==> config.mk <==
export PLATFORM = sky130hd
export DESIGN_NAME = rsp_packetizer
export DESIGN_NICKNAME = d
export VERILOG_FILES = /design/src/rtl/rsp_pkt_pkg.sv /design/src/rtl/rsp_seg_calc.sv /design/src/rtl/rsp_byte_mux.sv /design/src/rtl/rsp_packetizer.sv
export SDC_FILE = /design/constraint.sdc
export NUM_CORES = 1
export LEC_CHECK = 0
export ABC_CLOCK_PERIOD_IN_PS = 7800
export BUFFER_PORTS_ARGS = -buffer_cell sky130_fd_sc_hd__buf_2
export CORE_AREA = 2 2 153 155
export DETAILED_ROUTE_END_ITERATION = 10
export DIE_AREA = 0 0 155 157
export HOLD_SLACK_MARGIN = 0.12
export PLACE_DENSITY = 0.54
export SYNTH_ARGS = -nofsm -noshare
export SYNTH_HDL_FRONTEND = slang
export SYNTH_SLANG_ARGS = --single-unit
==> constraint.sdc <==
create_clock -name clk -period 7.8 [get_ports clk]
set_input_delay 1.17 -clock clk [delete_from_list [all_inputs] [get_ports clk]]
set_output_delay 1.17 -clock clk [all_outputs]
set_load 0.01 [all_outputs]
==> src/rtl/rsp_pkt_pkg.sv <==
package rsp_pkt_pkg;

  localparam int FIELD_W = 16;
  localparam int POS_W   = 7;

  typedef enum logic [1:0] {
    KIND_XFER = 2'd0,
    KIND_CFG  = 2'd1,
    KIND_CS   = 2'd2,
    KIND_NONE = 2'd3
  } rsp_kind_e;

  typedef enum logic {
    ST_IDLE = 1'b0,
    ST_SEND = 1'b1
  } rsp_state_e;

  localparam logic [7:0] ID_CFG   = 8'd1;
  localparam logic [7:0] ID_START = 8'd5;
  localparam logic [7:0] ID_CONT  = 8'd6;
  localparam logic [7:0] ID_CS    = 8'd8;

  localparam logic [POS_W-1:0] HDR_LEN = 7'd4;
  localparam logic [POS_W-1:0] CFG_LEN = 7'd8;

  // Bytes that fit in the next packet: the remainder, capped at the payload size.
  function automatic logic [POS_W-1:0] chunk_len(input logic [FIELD_W-1:0] remaining,
                                                 input logic [POS_W-1:0] cap);
    logic [FIELD_W-1:0] wide_cap;
    wide_cap = {{(FIELD_W-POS_W){1'b0}}, cap};
    if (remaining > wide_cap) return cap;
    return remaining[POS_W-1:0];
  endfunction

  // Little-endian byte pick out of a 16-bit field.
  function automatic logic [7:0] field_byte(input logic [FIELD_W-1:0] v, input logic upper);
    return upper ? v[15:8] : v[7:0];
  endfunction

  // Status as sent: an internal error becomes bit 15 plus a 15-bit code.
  function automatic logic [FIELD_W-1:0] wire_status(input logic [FIELD_W-1:0] code,
                                                     input logic internal);
    return internal ? {1'b1, code[14:0]} : code;
  endfunction

endpackage

==> src/rtl/rsp_seg_calc.sv <==
module rsp_seg_calc
  import rsp_pkt_pkg::*;
#(
  parameter int PAYLOAD = 60
) (
  input  rsp_kind_e          kind,
  input  logic [FIELD_W-1:0] total_len,
  input  logic [FIELD_W-1:0] sent_base,
  output logic [POS_W-1:0]   seg_len,
  output logic [POS_W-1:0]   pkt_len,
  output logic               more_pkts
);
  localparam logic [POS_W-1:0] CAP = POS_W'(PAYLOAD);

  logic [FIELD_W-1:0] remaining;
  logic [FIELD_W-1:0] after_seg;

  always_comb begin
    remaining = total_len - sent_base;
    seg_len   = (kind == KIND_XFER) ? chunk_len(remaining, CAP) : '0;
    after_seg = sent_base + {{(FIELD_W-POS_W){1'b0}}, seg_len};
    unique case (kind)
      KIND_XFER: pkt_len = HDR_LEN + seg_len;
      KIND_CFG:  pkt_len = CFG_LEN;
      default:   pkt_len = HDR_LEN;
    endcase
    more_pkts = (kind == KIND_XFER) && (after_seg < total_len);
  end
endmodule

==> src/rtl/rsp_byte_mux.sv <==
module rsp_byte_mux
  import rsp_pkt_pkg::*;
#(
  parameter int MAX_WRITE = 298,
  parameter int MAX_READ  = 298,
  parameter int FEAT_W    = 6
) (
  input  rsp_kind_e          kind,
  input  logic               first_pkt,
  input  logic [POS_W-1:0]   pos,
  input  logic [FIELD_W-1:0] status,
  input  logic [FIELD_W-1:0] sent_base,
  input  logic [FEAT_W-1:0]  feat,
  input  logic [7:0]         buf_byte,
  output logic [FIELD_W-1:0] buf_addr,
  output logic [7:0]         byte_out
);
  localparam logic [FIELD_W-1:0] MAXW_F = FIELD_W'(MAX_WRITE);
  localparam logic [FIELD_W-1:0] MAXR_F = FIELD_W'(MAX_READ);

  logic [7:0]         pkt_id;
  logic [FIELD_W-1:0] field_a;
  logic [FIELD_W-1:0] field_b;
  logic               in_header;
  logic [FIELD_W-1:0] pos_wide;

  always_comb begin
    unique case (kind)
      KIND_XFER: pkt_id = first_pkt ? ID_START : ID_CONT;
      KIND_CFG:  pkt_id = ID_CFG;
      default:   pkt_id = ID_CS;
    endcase

    if (kind == KIND_CFG)                    field_a = MAXW_F;
    else if (kind == KIND_XFER && !first_pkt) field_a = sent_base;
    else                                      field_a = status;

    field_b   = pos[1] ? FIELD_W'(feat) : MAXR_F;
    in_header = (pos < HDR_LEN);
    pos_wide  = {{(FIELD_W-POS_W){1'b0}}, pos};
    buf_addr  = in_header ? sent_base : (sent_base + pos_wide - FIELD_W'(HDR_LEN));

    if (pos == '0)               byte_out = pkt_id;
    else if (pos == POS_W'(1))   byte_out = 8'h00;
    else if (in_header)          byte_out = field_byte(field_a, pos[0]);
    else if (kind == KIND_XFER)  byte_out = buf_byte;
    else                         byte_out = field_byte(field_b, pos[0]);
  end
endmodule

==> src/rtl/rsp_packetizer.sv <==
module rsp_packetizer
  import rsp_pkt_pkg::*;
#(
  parameter int MAX_WRITE = 298,
  parameter int MAX_READ  = 298,
  parameter int PAYLOAD   = 60,
  parameter int FEAT_W    = 6
) (
  input  logic              clk,
  input  logic              rst_n,
  input  logic              req_valid,
  input  logic [1:0]        req_kind,
  input  logic [15:0]       req_status,
  input  logic              req_int_err,
  input  logic [15:0]       req_rd_len,
  input  logic [FEAT_W-1:0] feat_caps,
  output logic              cmd_ready,
  input  logic              restart_req,
  output logic [15:0]       rd_addr,
  input  logic [7:0]        rd_data,
  output logic              out_valid,
  output logic [7:0]        out_data,
  output logic              out_last,
  input  logic              out_ready
);

  rsp_state_e         state_q;
  rsp_kind_e          kind_q;
  logic [FIELD_W-1:0] status_q;
  logic [FIELD_W-1:0] len_q;
  logic [FIELD_W-1:0] base_q;
  logic [POS_W-1:0]   pos_q;
  logic               first_q;
  logic [FEAT_W-1:0]  feat_q;
  logic               held_q;

  // Named internal events, observed by the bound checker.
  logic               sending;
  logic               req_take;
  logic               replay_take;
  logic               beat_fire;
  logic               pkt_sop;
  logic               pkt_eop;

  rsp_kind_e          req_kind_e;
  logic [FIELD_W-1:0] status_in;
  logic [POS_W-1:0]   seg_len;
  logic [POS_W-1:0]   pkt_len;
  logic               more_pkts;

  assign req_kind_e  = rsp_kind_e'(req_kind);
  assign status_in   = wire_status(req_status, req_int_err);
  assign sending     = (state_q == ST_SEND);
  assign cmd_ready   = (state_q == ST_IDLE);
  assign req_take    = cmd_ready && req_valid;
  assign replay_take = cmd_ready && !req_valid && restart_req && held_q;
  assign beat_fire   = sending && out_ready;
  assign pkt_sop     = sending && (pos_q == '0);
  assign pkt_eop     = sending && (pos_q == (pkt_len - POS_W'(1)));

  rsp_seg_calc #(
    .PAYLOAD (PAYLOAD)
  ) u_seg (
    .kind      (kind_q),
    .total_len (len_q),
    .sent_base (base_q),
    .seg_len   (seg_len),
    .pkt_len   (pkt_len),
    .more_pkts (more_pkts)
  );

  rsp_byte_mux #(
    .MAX_WRITE (MAX_WRITE),
    .MAX_READ  (MAX_READ),
    .FEAT_W    (FEAT_W)
  ) u_mux (
    .kind      (kind_q),
    .first_pkt (first_q),
    .pos       (pos_q),
    .status    (status_q),
    .sent_base (base_q),
    .feat      (feat_q),
    .buf_byte  (rd_data),
    .buf_addr  (rd_addr),
    .byte_out  (out_data)
  );

  assign out_valid = sending;
  assign out_last  = pkt_eop;

  always_ff @(posedge clk or negedge rst_n) begin
    if (!rst_n) begin
      state_q  <= ST_IDLE;
      kind_q   <= KIND_XFER;
      status_q <= '0;
      len_q    <= '0;
      base_q   <= '0;
      pos_q    <= '0;
      first_q  <= 1'b1;
      feat_q   <= '0;
      held_q   <= 1'b0;
    end else if (req_take) begin
      if (req_kind_e != KIND_NONE) begin
        state_q  <= ST_SEND;
        kind_q   <= req_kind_e;
        status_q <= status_in;
        len_q    <= (req_kind_e == KIND_XFER && status_in == '0) ? req_rd_len : '0;
        base_q   <= '0;
        pos_q    <= '0;
        first_q  <= 1'b1;
        feat_q   <= feat_caps;
        held_q   <= (req_kind_e == KIND_XFER);
      end
    end else if (replay_take) begin
      state_q <= ST_SEND;
      base_q  <= '0;
      pos_q   <= '0;
      first_q <= 1'b1;
    end else if (beat_fire) begin
      if (pkt_eop) begin
        if (more_pkts) begin
          base_q  <= base_q + {{(FIELD_W-POS_W){1'b0}}, seg_len};
          pos_q   <= '0;
          first_q <= 1'b0;
        end else begin
          state_q <= ST_IDLE;
        end
      end else begin
        pos_q <= pos_q + POS_W'(1);
      end
    end
  end

endmodule

Word level (Yosys, flattened, before mapping)
Cells that the tools add are included.
- input bits: 54
- output and inout port bits: 27
- bits in registers: 66
- word-level logic and storage cells: 91
- $lt $le $gt $ge: 3
- mux-type cells: 42
- bitwise logic cells: 1
- add/subtract/negate cells: 7
- equality and inequality tests: 7
- reductions and logical operators: 22
- operators with widths (kind ; number):
    two-way mux 16 bit ; 11
    two-way mux 7 bit ; 9
    two-way mux 8 bit ; 6
    adder 16 x 7 -> 16 bit ; 2
    > comparator 16 x 6 -> 1 bit, second input constant ; 1
    logical NOT 16 bit ; 1
    < comparator 16 bit ; 1
    case mux 8 bit (2 select lines) ; 1
    subtractor 16 bit ; 1
    subtractor 16 x 3 -> 16 bit, second input constant ; 1
    case mux 7 bit (2 select lines) ; 1
    two-way mux 1 bit ; 12
    logical AND 1 bit ; 9
    two-way mux 9 bit ; 1
    nonzero test 3 bit ; 3
    AND reduction 4 bit ; 2
    adder 3 x 7 -> 7 bit, first input constant ; 1
    adder 7 x 1 -> 7 bit, second input constant ; 1
    == test 7 x 1 -> 1 bit, second input constant ; 1
    == test 7 bit ; 1
    logical NOT 7 bit ; 1
    < comparator 7 x 3 -> 1 bit, second input constant ; 1
    subtractor 7 x 1 -> 7 bit, second input constant ; 1
    logical NOT 2 bit ; 2
    10 further kinds ; 11

Logic depth before layout (Yosys ltp)
Gate-level depths: netlist (run 1).
- depth in word-level cells: 14
- mapped depth: 34
- mapped depth without buffers: 32

By module
Synthesis (run 1) repeated with hierarchy kept, for this count alone.
- cell total of the unflattened synthesis: 870
- area total of the unflattened synthesis: 7021.7 µm²
- by module, submodules not included (module ; instances ; cells each ; area each (µm²) ; seq. area each (µm²)):
    rsp_packetizer ; 1 ; 306 ; 3291.9 ; 1652.8
    rsp_seg_calc ; 1 ; 291 ; 2037.0 ; 0.0
    rsp_byte_mux ; 1 ; 273 ; 1692.9 ; 0.0

Worst setup path before layout (run 1)
OpenSTA, ideal clock, no wires.
- path type: register to register
- start point: reg base_q[3]
- end point: reg base_q[14]
- required time: 7.676 ns
- path slack: 1.472 ns
- data arrival time: 6.204 ns
- setup time: 0.124 ns
- period minus slack after synthesis: 6.328 ns
- buffers on the path: 3
- stages on the path, launching flop included: 33
- path through: dfrtp_1 inv_1 ha_1 buf_6 a21o_4 a21oi_2 nand2_1 a211oi_2 mux2_2 a31oi_2 and2_1 nand4b_1 inv_1 ha_1 a21o_1 a21o_1 maj3_1 a31o_2 and2_1 buf_2 xnor2_1 ha_1 a21o_1 a21o_1 a21oi_1 nor2_1 nor4_1 o31a_1 nor3b_2 and2_4 buf_6 a211oi_1 a211o_1
- cells in the longest elaborated chain, start to end: 12
- elaborated cells between the ends (all ways): 21
- classes of those cells: add/sub (4); order compare (2); eq/ne (1); mux (9); reduce/logical (5)
- RTL lines (element ; line ; RTL):
    start, declared ; rsp_packetizer.sv:31 ; logic [FIELD_W-1:0] base_q;
    start signal, assigned ; rsp_packetizer.sv:122 ; base_q <= base_q + {{(FIELD_W-POS_W){1'b0}}, seg_len};
    subtractor 16 bit ; rsp_seg_calc.sv:19 ; remaining = total_len - sent_base;
    > comparator 16 x 6 -> 1 bit ; rsp_pkt_pkg.sv:31 ; if (remaining > wide_cap) return cap;
    two-way mux 1 bit ; rsp_pkt_pkg.sv:31 ;
    two-way mux 7 bit ; rsp_pkt_pkg.sv:32 ; return remaining[POS_W-1:0];
    two-way mux 7 bit ; rsp_seg_calc.sv:20 ; seg_len = (kind == KIND_XFER) ? chunk_len(remaining, CAP) : '0;
    adder 3 x 7 -> 7 bit ; rsp_seg_calc.sv:23 ; KIND_XFER: pkt_len = HDR_LEN + seg_len;
    case mux 7 bit (2 select lines) ; rsp_seg_calc.sv:22 ; unique case (kind)
    subtractor 7 x 1 -> 7 bit ; rsp_packetizer.sv:59 ; assign pkt_eop = sending && (pos_q == (pkt_len - POS_W'(1)));
    == test 7 bit ; rsp_packetizer.sv:59 ;
    logical AND 1 bit ; rsp_packetizer.sv:59 ;
    nonzero test 3 bit (no source line) ; -- ;
    AND reduction 4 bit (no source line) ; -- ;
Parallel ways exist; a longest one is shown, timed or not. The select of a mux whose other input is x is not followed.
A chain may end at the register's enable or synchronous reset.

Final worst setup path (run 1)
- start point: reg base_q[0]
- end point: reg base_q[15]
The elaborated chain is that of the path after synthesis.

==> run_results.csv, run 1 <==
group,metric,value,unit
run_status,outcome,"complete, no violations",
sta,hold_viol,0,
global_routing,overflow,0,
layout,antennaDiodeCount,0,
synthesis,synth-simple-area-share,0.169,
power_and_ir_drop,irDropWorstVdd,0.331,mV
setup_path,slowest_stage,"dfrtp_1",
power_and_ir_drop,p_int,1.51,mW
sta,setup_tns,0,ps
sta,slew_headroom,0.306,
synthesis,synth_most_common_cell,"ha_1",
global_routing,met2_usage,0.283,
floorplan,die_h,157,um
synthesis,synth.top_cell.area_share,0.242,
synthesis,syn-mean-instance-area,8.58,um2
floorplan,initial_core_util,0.298,
synthesis,synthMuxAreaShare,0.0677,
global_routing,grt-busiest-layer,"met2",
synthesis,synth_top_family_by_area,"compound AO/OA/AOI/OAI gates",
cts,clk_pin_slew,60,ps
routing,vias,6065,
synthesis,yosysUniqueCellTypes,90,
setup_path,crit_top_cell,"a21o_1",
hold_path,holdCritPathClass,"reg2reg",
routing,drc,0,
cts,cts_setup_buffers,0,
power_and_ir_drop,seq_power_share,0.199,
power_and_ir_drop,powerDensity,395,mW/mm2
global_routing,use_met1,0.248,
global_routing,grt_pass1_vias,5947,
cts,cts_tree,"yes",
floorplan,row_count,55,
power_and_ir_drop,switchingPower,1.52,mW
synthesis,synthTopCellsByArea,"dfrtp_1 24%, ha_1 13%, xnor2_1 5.1%, mux2_2 4.5%, a21oi_1 3.9%",
sta,max_freq,136,MHz
place,pre_cts_ws,585,ps
cts,cts-buffers-inserted,9,
setup_path,critPathKind,"reg2reg",
setup_path,critPathTopFamily,"simple AND/OR/NAND/NOR gates",
sta,maxSlewViolCount,0,
power_and_ir_drop,combPwrFrac,0.671,
synthesis,synth_flop_cell,"dfrtp_1",
routing,drt-total-wl,21000,um
job,maxCapViolations,0,
sta,fin_ws,434,ps
routing,drtAntennaViolNets,0,
layout,nets,973,
floorplan,io_pins,81,
floorplan,die_w,155,um
cts,cts_resized,0,
sta,post-route-period-util,0.944,
global_routing,grt_max_degree,67,
place,dpl.hpwl,16300,um
setup_path,path_max_fanout,13,
setup_path,cp_data_required_time,8090,ps
sta,setup_violations,0,
setup_path,start_kind,"flip-flop",
global_routing,grt.met3_usage,0.0204,
synthesis,synth_nets,908,
power_and_ir_drop,power_leakage,3.44,nW
cts,clk_latency,350,ps
place,place.gp.congestion,0.896,
setup_path,critical_path_buf_inv_count,3,
sta,tightest_slew,1040,ps
routing,dr.pass1.iters,5,
synthesis,synth-edff-count,0,
synthesis,yosys.area_share.xor_xnor,0.0677,
synthesis,yosys_warnings,0,
synthesis,yosys-top-cells-count,"69 x ha_1, 68 x inv_1, 65 x dfrtp_1",
layout,syn_to_final_growth,14.1,%
synthesis,ys_seq_area_frac,0.246,
synthesis,syn-instance-count,782,
cts,cts_buffer_depth,2,
global_routing,track_usage,0.177,
synthesis,synth_top_cell_by_area,"dfrtp_1",
synthesis,async_reset_ff_frac,1.00,
cts,cts_hold_buf,0,
global_routing,grt_pass1_wl,33400,um
layout,drive_gt1_frac,0.194,
floorplan,dieArea,0.0243,mm2
cts,root_buffer,"clkbuf_16",
synthesis,synth-adder-area-share,0.141,
place,io_buffers,80,
sta,period_minus_slack,7370,ps
setup_path,worst_path_largest_cell_delay,510,ps
synthesis,ys_ff_latch,66,
synthesis,netlist_area,0.00671,mm2
setup_path,arrival,7650,ps
global_routing,antenna_found_initial,0,
synthesis,synth_compound_area_frac,0.244,
sta,clock_skew,6.23,ps
sta,rsz0062_at_grt,"false",
power_and_ir_drop,swShare,0.501,
power_and_ir_drop,pwr-share-clk,0.129,
floorplan,coreArea,0.0225,mm2
routing,avgViaCountPerCell,5.33,
routing,wire_per_inst,18.5,um
setup_path,end_kind,"flip-flop",
layout,nFillCells,2381,
cts,clock-sinks,66,
routing,drtIter0Drc,508,
cts,cts.htree.levels,3,
layer usage:
metal,vias up,part of all wire
met5,-,0
met4,0,0.021
met3,23,0.039
met2,163,0.46
met1,2900,0.48
li1,2979,-
metrics by stage:
| stage | instances | hold WS (ps) | total power, mW | utilization | area, um2 |
|---|---|---|---|---|---|
| detailed placement | 1121 | 498 | 2.62 | 0.328 | 7380 |
| CTS | 1137 | 511 | 3.03 | 0.340 | 7660 |
| global placement | 1121 | 483 | 2.61 | 0.328 | 7380 |
| finish | 1137 | 510 | 3.03 | 0.340 | 7660 |
| floorplan | 782 | 445 | 2.01 | - | 6710 |
| global route | 1137 | 518 | 3.30 | 0.340 | 7660 |
cells by family (layout without fill, tap and decap cells):
family          Yosys count  after routing
compound gates          231            231
fa+ha+maj                74             74
mux                      37             37
flops                    66             66
buf+inv                 105            175
simple gates            217            217
other cells               1              1
xor+xnor                 51             51
state kept, by name, summed over array words and instances (netlist names):
name / count
base_q: 16
len_q: 16
status_q: 16
pos_q: 7
feat_q: 6
kind_q: 2
first_q: 1
held_q: 1
out_valid: 1
cell usage in the layout (no fill, tap or decap), drive strengths merged, types with 11 or more instances in the layout:
| cell | n |
|---|---|
| nand3 | 19 |
| a211oi | 11 |
| nand2 | 59 |
| inv | 69 |
| nor2 | 54 |
| nand4 | 12 |
| clkbuf | 12 |
| a21o | 23 |
| o21ai | 44 |
| nor3 | 17 |
| mux2 | 27 |
| ha | 69 |
| dfrtp | 65 |
| a21oi | 54 |
| buf | 90 |
| a22o | 19 |
| xor2 | 12 |
| a31oi | 13 |
| xnor2 | 39 |
power groups by stage:
stage	Clock [mW]	Combinational (mW)	Sequential, mW
4_1_cts	0.395	2.03	0.601
3_3_place_gp	0	2.01	0.606
3_5_place_dp	0	2.02	0.605
5_1_grt	0.406	2.27	0.623
2_1_floorplan	0	1.50	0.510
6_report	0.391	2.03	0.603
area by class of cell:
type,instances,area (um2),share of cell area
Timing Repair Buffer,90,475,0.0621
Clock buffer,12,246,0.0322
Multi-Input combinational cell,611,4640,0.606
Inverter,69,259,0.0338
Tap cell,285,357,0.0466
Clock inverter,4,27.5,0.00360
Sequential cell,66,1650,0.216
path summary, 6_finish.rpt:
path | slack, ps | depth (start not counted) | from | endpoint
max in group asynchronous | 6150 | 2 | rst_n | kind_q[1]
worst max-delay path | 430 | 31 | base_q[0] | base_q[15]
worst min register to register | 510 | 1 | feat_q[5] | feat_q[5]
min in group asynchronous | 1030 | 2 | rst_n | len_q[3]
worst min-delay path | 510 | 1 | feat_q[5] | feat_q[5]
worst max register to register | 430 | 31 | base_q[0] | base_q[15]
Power figures use the tool's default switching activity.
==> run 2: changes to the inputs <==
--- a/config.mk
+++ b/config.mk
@@ -5,13 +5,13 @@
 export SDC_FILE = /design/constraint.sdc
 export NUM_CORES = 1
 export LEC_CHECK = 0
-export ABC_CLOCK_PERIOD_IN_PS = 7800
 export BUFFER_PORTS_ARGS = -buffer_cell sky130_fd_sc_hd__buf_2
 export CORE_AREA = 2 2 153 155
 export DETAILED_ROUTE_END_ITERATION = 10
 export DIE_AREA = 0 0 155 157
 export HOLD_SLACK_MARGIN = 0.12
 export PLACE_DENSITY = 0.54
+export RECOVER_POWER = 25
 export SYNTH_ARGS = -nofsm -noshare
 export SYNTH_HDL_FRONTEND = slang
 export SYNTH_SLANG_ARGS = --single-unit
==> run 2 against run 1 <==
The run now ends with max-capacitance violations, max-slew violations left; largest power group unchanged; maximum frequency about the same; non-clock buffer count unchanged; clock skew about the same; worst hold slack about the same; wire length about the same; die area unchanged; worst setup slack got worse by 0.65 ps; global-route usage unchanged; clock power about the same.
==> run_results.csv, run 2 (same netlist as run 1, synthesis figures left out) <==
group,metric,value,unit
power_and_ir_drop,pwr-share-clk,0.129,
sta,setup_violations,0,
global_routing,antenna_found_initial,0,
sta,hold_viol,0,
power_and_ir_drop,powerDensity,396,mW/mm2
setup_path,cp_data_required_time,8090,ps
setup_path,arrival,7650,ps
layout,drive_gt1_frac,0.191,
cts,clock-sinks,66,
global_routing,grt_pass1_vias,5947,
global_routing,grt_pass1_wl,33400,um
setup_path,worst_path_largest_cell_delay,510,ps
sta,maxSlewViolCount,67,
setup_path,slowest_stage,"dfrtp_1",
floorplan,dieArea,0.0243,mm2
run_status,violations,"max-capacitance violations, max-slew violations",
setup_path,path_max_fanout,13,
cts,cts.htree.levels,3,
run_status,outcome,"finished with violations",
routing,highest_layer,"met4",
cts,cts_hold_buf,0,
routing,avgViaCountPerCell,5.33,
layout,fin_util,0.340,
setup_path,critPathKind,"reg2reg",
cts,clk_pin_slew,60,ps
setup_path,start_kind,"flip-flop",
routing,wl_met2,9650,um
job,maxCapViolations,1,
power_and_ir_drop,p_int,1.51,mW
routing,drc,0,
sta,tightest_slew,3840,ps
layout,syn_to_final_growth,14.0,%
routing,vias,6065,
cts,cts_buffer_depth,2,
sta,slew_headroom,-1.56,
global_routing,overflow,0,
power_and_ir_drop,combPwrFrac,0.672,
routing,wl_met1,10100,um
routing,drt-total-wl,21000,um
sta,hold_ws,510,ps
cts,cts_resized,0,
setup_path,end_kind,"flip-flop",
power_and_ir_drop,irDropWorstVdd,0.331,mV
setup_path,crit_top_cell,"a21o_1",
sta,period_minus_slack,7370,ps
setup_path,critPathTopFamily,"simple AND/OR/NAND/NOR gates",
sta,post-route-period-util,0.944,
place,io_buffers,80,
cts,clk_latency,350,ps
sta,max_freq,136,MHz
setup_path,critical_path_buf_inv_count,3,
power_and_ir_drop,power_leakage,3.44,nW
floorplan,initial_core_util,0.298,
global_routing,track_usage,0.177,
power_and_ir_drop,swShare,0.501,
routing,drtAntennaViolNets,0,
power_and_ir_drop,switchingPower,1.52,mW
routing,drtIter0Drc,508,
layout,top_regs,"base_q x16, len_q x16, status_q x16",
sta,clock_skew,6.20,ps
cts,root_buffer,"clkbuf_16",
floorplan,row_count,55,
floorplan,io_pins,81,
floorplan,die_h,157,um
layout,nets,973,
global_routing,grt_max_degree,67,
floorplan,coreArea,0.0225,mm2
cts,cts_tree,"yes",
layout,final_common_cell,"buf_2",
sta,setup_tns,0,ps
routing,wire_per_inst,18.5,um
place,place.gp.congestion,0.896,
hold_path,holdCritPathClass,"reg2reg",
cts,cts_setup_buffers,0,
layout,nFillCells,2384,
cts,cts-buffers-inserted,9,
layout,antennaDiodeCount,0,
power_and_ir_drop,seq_power_share,0.199,
place,dpl.hpwl,16300,um
layout,layout_common_cells,"79 x buf_2, 69 x ha_1, 68 x inv_1, 65 x dfrtp_1, 59 x nand2_1",
floorplan,die_w,155,um
sta,rsz0062_at_grt,"false",
routing,dr_wl_met3,791,um
routing,dr.pass1.iters,5,
-- run 2: changes by cell type in the layout (fill, tap and decap cells not counted) --
cell / before / now
buf_2: 80 / 79
buf_4: 10 / 9
clkbuf_1: 2 / 4
-- run 2: worst register-to-register path, delay by kind of cell, from the launching register on --
family	cells	cell delay (ps)
simple gates	10	2350
compound gates	11	2000
fa+ha+maj	5	1680
flops	1	510
buf+inv	3	420
xor+xnor	2	350
-- run 2: path summary, 6_finish.rpt --
check,endpoint,cells after the start,slack [ps],from
worst min register to register,feat_q[5],1,510,feat_q[5]
worst max-delay path,base_q[15],31,430,base_q[0]
min in group asynchronous,len_q[3],2,2240,rst_n
worst min-delay path,feat_q[5],1,510,feat_q[5]
worst max register to register,base_q[15],31,430,base_q[0]
max in group asynchronous,kind_q[1],2,3370,rst_n
-- run 2: routing by layer --
layer,vias up,GRT usage
li1,2977,-
met1,2898,0.248
met2,165,0.283
met3,25,0.0204
met4,0,0.0586
met5,-,0
-- run 2: power groups by stage --
stage          logic (mW)  registers, mW  clock network, mW
4_1_cts              2.03          0.601              0.395
2_1_floorplan        1.50          0.510                  0
6_report             2.03          0.604              0.391
3_3_place_gp         2.01          0.606                  0
3_5_place_dp         2.02          0.605                  0
5_1_grt              2.27          0.623              0.406
-- run 2: area by class of cell --
class                      count  area [um2]  area share
multi-input combinational    611        4640       0.606
sequential                    66        1650       0.216
timing repair buffer          90         470      0.0615
tap                          285         357      0.0466
inverter                      69         259      0.0339
clock buffer                  12         246      0.0322
clock inverter                 4        27.5     0.00360
-- run 2: through the flow --
stage                     total power [mW]  setup WS (ps)  area [um2]  instances
final                                 3.03            434        7650       1137
after global routing                  3.30            113        7650       1137
after CTS                             3.03            575        7660       1137
after detailed placement              2.62            585        7380       1121
after global placement                2.61            712        7380       1121
after floorplan                       2.01           1470        6710        782
==> run 3: changes to the inputs <==
--- a/config.mk
+++ b/config.mk
@@ -6,12 +6,12 @@
 export NUM_CORES = 1
 export LEC_CHECK = 0
 export BUFFER_PORTS_ARGS = -buffer_cell sky130_fd_sc_hd__buf_2
-export CORE_AREA = 2 2 153 155
+export CORE_AREA = 2 2 138 140
 export DETAILED_ROUTE_END_ITERATION = 10
-export DIE_AREA = 0 0 155 157
+export DIE_AREA = 0 0 140 142
 export HOLD_SLACK_MARGIN = 0.12
-export PLACE_DENSITY = 0.54
 export RECOVER_POWER = 25
 export SYNTH_ARGS = -nofsm -noshare
 export SYNTH_HDL_FRONTEND = slang
+export SYNTH_HIERARCHICAL = 1
 export SYNTH_SLANG_ARGS = --single-unit
==> run 3 against run 2 <==
The run ends with design-rule violations, max-capacitance violations, max-slew violations left; synthesized cell count up 11%; first-iteration DRC count decreased by 3.7%; maximum frequency up 3.1%; via count rose by 9.5%; area after synthesis is 4.6% higher; critical path depth is the same; clock power grew 14%; wire length decreased by 4.4%; power increased by 6.7%; cell count rose by 4.5%; sequential power fell by 3.8%; cell area up 5.1%; largest power group unchanged; highest routed layer unchanged.
==> run_results.csv, run 3 <==
group,metric,value,unit
routing,drc,5,
synthesis,synth_flop_cell,"dfrtp_1",
synthesis,synth.top_cell.area_share,0.232,
sta,fin_ws,655,ps
layout,final_common_cell,"inv_1",
routing,wire_per_inst,16.9,um
layout,final_cells,1188,
synthesis,synth_top_cell_by_area,"dfrtp_1",
synthesis,synth_most_common_cell,"inv_1",
setup_path,r2r_end,"base_q[13]",
place,io_buffers,80,
floorplan,die_w,140,um
place,place.gp.congestion,0.875,
cts,clk_latency,340,ps
setup_path,path_max_fanout,20,
layout,top_regs,"base_q x16, len_q x16, status_q x16",
sta,setup_violations,0,
synthesis,synthTopCellsByArea,"dfrtp_1 23%, ha_1 12%, xnor2_1 5.0%, inv_1 4.9%, nor2_1 4.4%",
routing,drtIter0Drc,489,
run_status,violations,"design-rule violations, max-capacitance violations, max-slew violations",
sta,period_minus_slack,7140,ps
setup_path,arrival,7360,ps
global_routing,grt_pass1_wl,32200,um
sta,max_freq,140,MHz
place,dp_cells,1172,
global_routing,grt_pass1_vias,6200,
cts,cts.htree.levels,3,
setup_path,crit_top_cell,"ha_1",
sta,hold_ws,504,ps
routing,avgViaCountPerCell,5.59,
sta,rsz0062_at_grt,"false",
cts,root_buffer,"clkbuf_16",
sta,setup_tns,0,ps
synthesis,syn-instance-count,870,
layout,syn_to_final_growth,14.5,%
cts,cts_tree,"yes",
setup_path,cp_data_required_time,8020,ps
floorplan,die_h,142,um
synthesis,syn-mean-instance-area,8.07,um2
routing,drt-total-wl,20100,um
hold_path,whs_path_depth,1,
layout,antennaDiodeCount,0,
floorplan,initial_core_util,0.380,
sta,maxSlewViolCount,67,
layout,drive_gt1_frac,0.186,
cts,cts_buffer_depth,2,
synthesis,yosysUniqueCellTypes,87,
setup_path,critPathKind,"reg2reg",
sta,tightest_slew,3730,ps
global_routing,grt_max_degree,67,
synthesis,ys_ff_latch,66,
power_and_ir_drop,irDropWorstVdd,0.158,mV
cts,cts-buffers-inserted,9,
floorplan,coreArea,0.0185,mm2
job,maxCapViolations,1,
floorplan,io_pins,81,
place,pre_cts_ws,556,ps
sta,slew_headroom,-1.49,
cts,clock-sinks,66,
routing,vias,6644,
floorplan,row_count,50,
power_and_ir_drop,powerDensity,402,mW/mm2
setup_path,reg2reg_depth,31,
layout,layout_common_cells,"92 x inv_1, 81 x nor2_1, 79 x buf_2, 68 x ha_1, 64 x dfrtp_1",
setup_path,slowest_stage,"dfrtp_2",
hold_path,hold_start,"feat_q[0]",
hold_path,hold_end,"feat_q[0]",
synthesis,synth-edff-count,0,
run_status,outcome,"finished with violations",
routing,dr.pass1.iters,8,
layout,nets,1075,
synthesis,netlist_area,0.00702,mm2
setup_path,worst_path_largest_cell_delay,470,ps
setup_path,worst-r2r-setup-slack,660,ps
routing,drtAntennaViolNets,0,
floorplan,dieArea,0.0199,mm2
cts,clk_pin_slew,60,ps
hold_path,holdCritPathClass,"reg2reg",
synthesis,yosys-top-cells-count,"92 x inv_1, 83 x nor2_1, 68 x ha_1",
global_routing,track_usage,0.203,
setup_path,end_kind,"flip-flop",
sta,hold_viol,0,
setup_path,r2r_start,"base_q[9]",
setup_path,start_kind,"flip-flop",
synthesis,yosys_warnings,6,
global_routing,antenna_found_initial,0,
sta,clock_skew,9.96,ps
sta,post-route-period-util,0.916,
synthesis,async_reset_ff_frac,1.00,
place,dpl.hpwl,15300,um
global_routing,overflow,0,
power_and_ir_drop,power_leakage,3.62,nW
synthesis,ys_seq_area_frac,0.235,
-- run 3: worst max-delay path by stage --
stage	start	end	slack, ps	depth (start not counted)
6_report	base_q[9]	base_q[13]	660	31
3_5_place_dp	base_q[9]	base_q[13]	560	31
4_1_cts	base_q[9]	base_q[13]	450	31
2_1_floorplan	base_q[7]	base_q[13]	1150	29
3_3_place_gp	base_q[9]	base_q[13]	620	31
5_1_grt	base_q[9]	base_q[13]	3	31
-- run 3: per-stage QoR --
stage	util	power (mW)	cell area, um2
floorplan	-	2.14	7030
CTS	0.435	3.24	8040
detailed placement	0.418	2.77	7720
global placement	0.418	2.75	7720
global route	0.436	3.53	8040
finish	0.436	3.23	8040
-- run 3: worst max-delay path: cells and delay by family, from the launching register on --
kind / cells / cell delay [ps]
AO/OA/AOI/OAI: 15 / 2790
XOR/XNOR: 1 / 130
adder cells (fa/ha/maj): 3 / 960
buffers and inverters: 3 / 550
flip-flops: 1 / 470
multiplexers: 1 / 320
AND/OR/NAND/NOR: 8 / 1780
-- run 3: logic make-up (layout without fill, tap and decap cells) --
kind of cell    Yosys count  in the layout  share of synthesized area
buf+inv                 124            207                     0.0700
mux                      31             31                     0.0549
other cells               1              2                   0.000534
flops                    66             66                      0.235
xor+xnor                 52             52                     0.0649
simple gates            283            283                      0.206
fa+ha+maj                72             72                      0.133
compound gates          241            241                      0.235
-- run 3: repair_timing --
item / 4_1_cts / 5_1_grt
hold buffers: 0 / 0
endpoints found under the hold margin: 0 / 0
setup endpoints to repair: 0 / 15
setup buffers: 0 / 0
resized for setup: 0 / 3
-- run 3: routing by layer --
layer	global-route usage	share of wire	up-vias
li1	-	-	3267
met1	0.278	0.47	3167
met2	0.328	0.46	189
met3	0.0380	0.053	21
met4	0.0579	0.017	0
met5	0	0	-
-- run 3: final cells by class --
type	instances	area [um2]
Sequential cell	66	1650
Fill cell	1849	10400
Clock inverter	6	90.1
Tap cell	234	293
Inverter	92	345
Timing Repair Buffer	99	538
Clock buffer	10	229
Multi-Input combinational cell	681	4890
-- run 3: power breakdown --
group | total [mW] | internal, mW | switching (mW)
Sequential | 0.581 | 0.447 | 0.134
Clock | 0.446 | 0.281 | 0.165
Combinational | 2.20 | 0.947 | 1.26
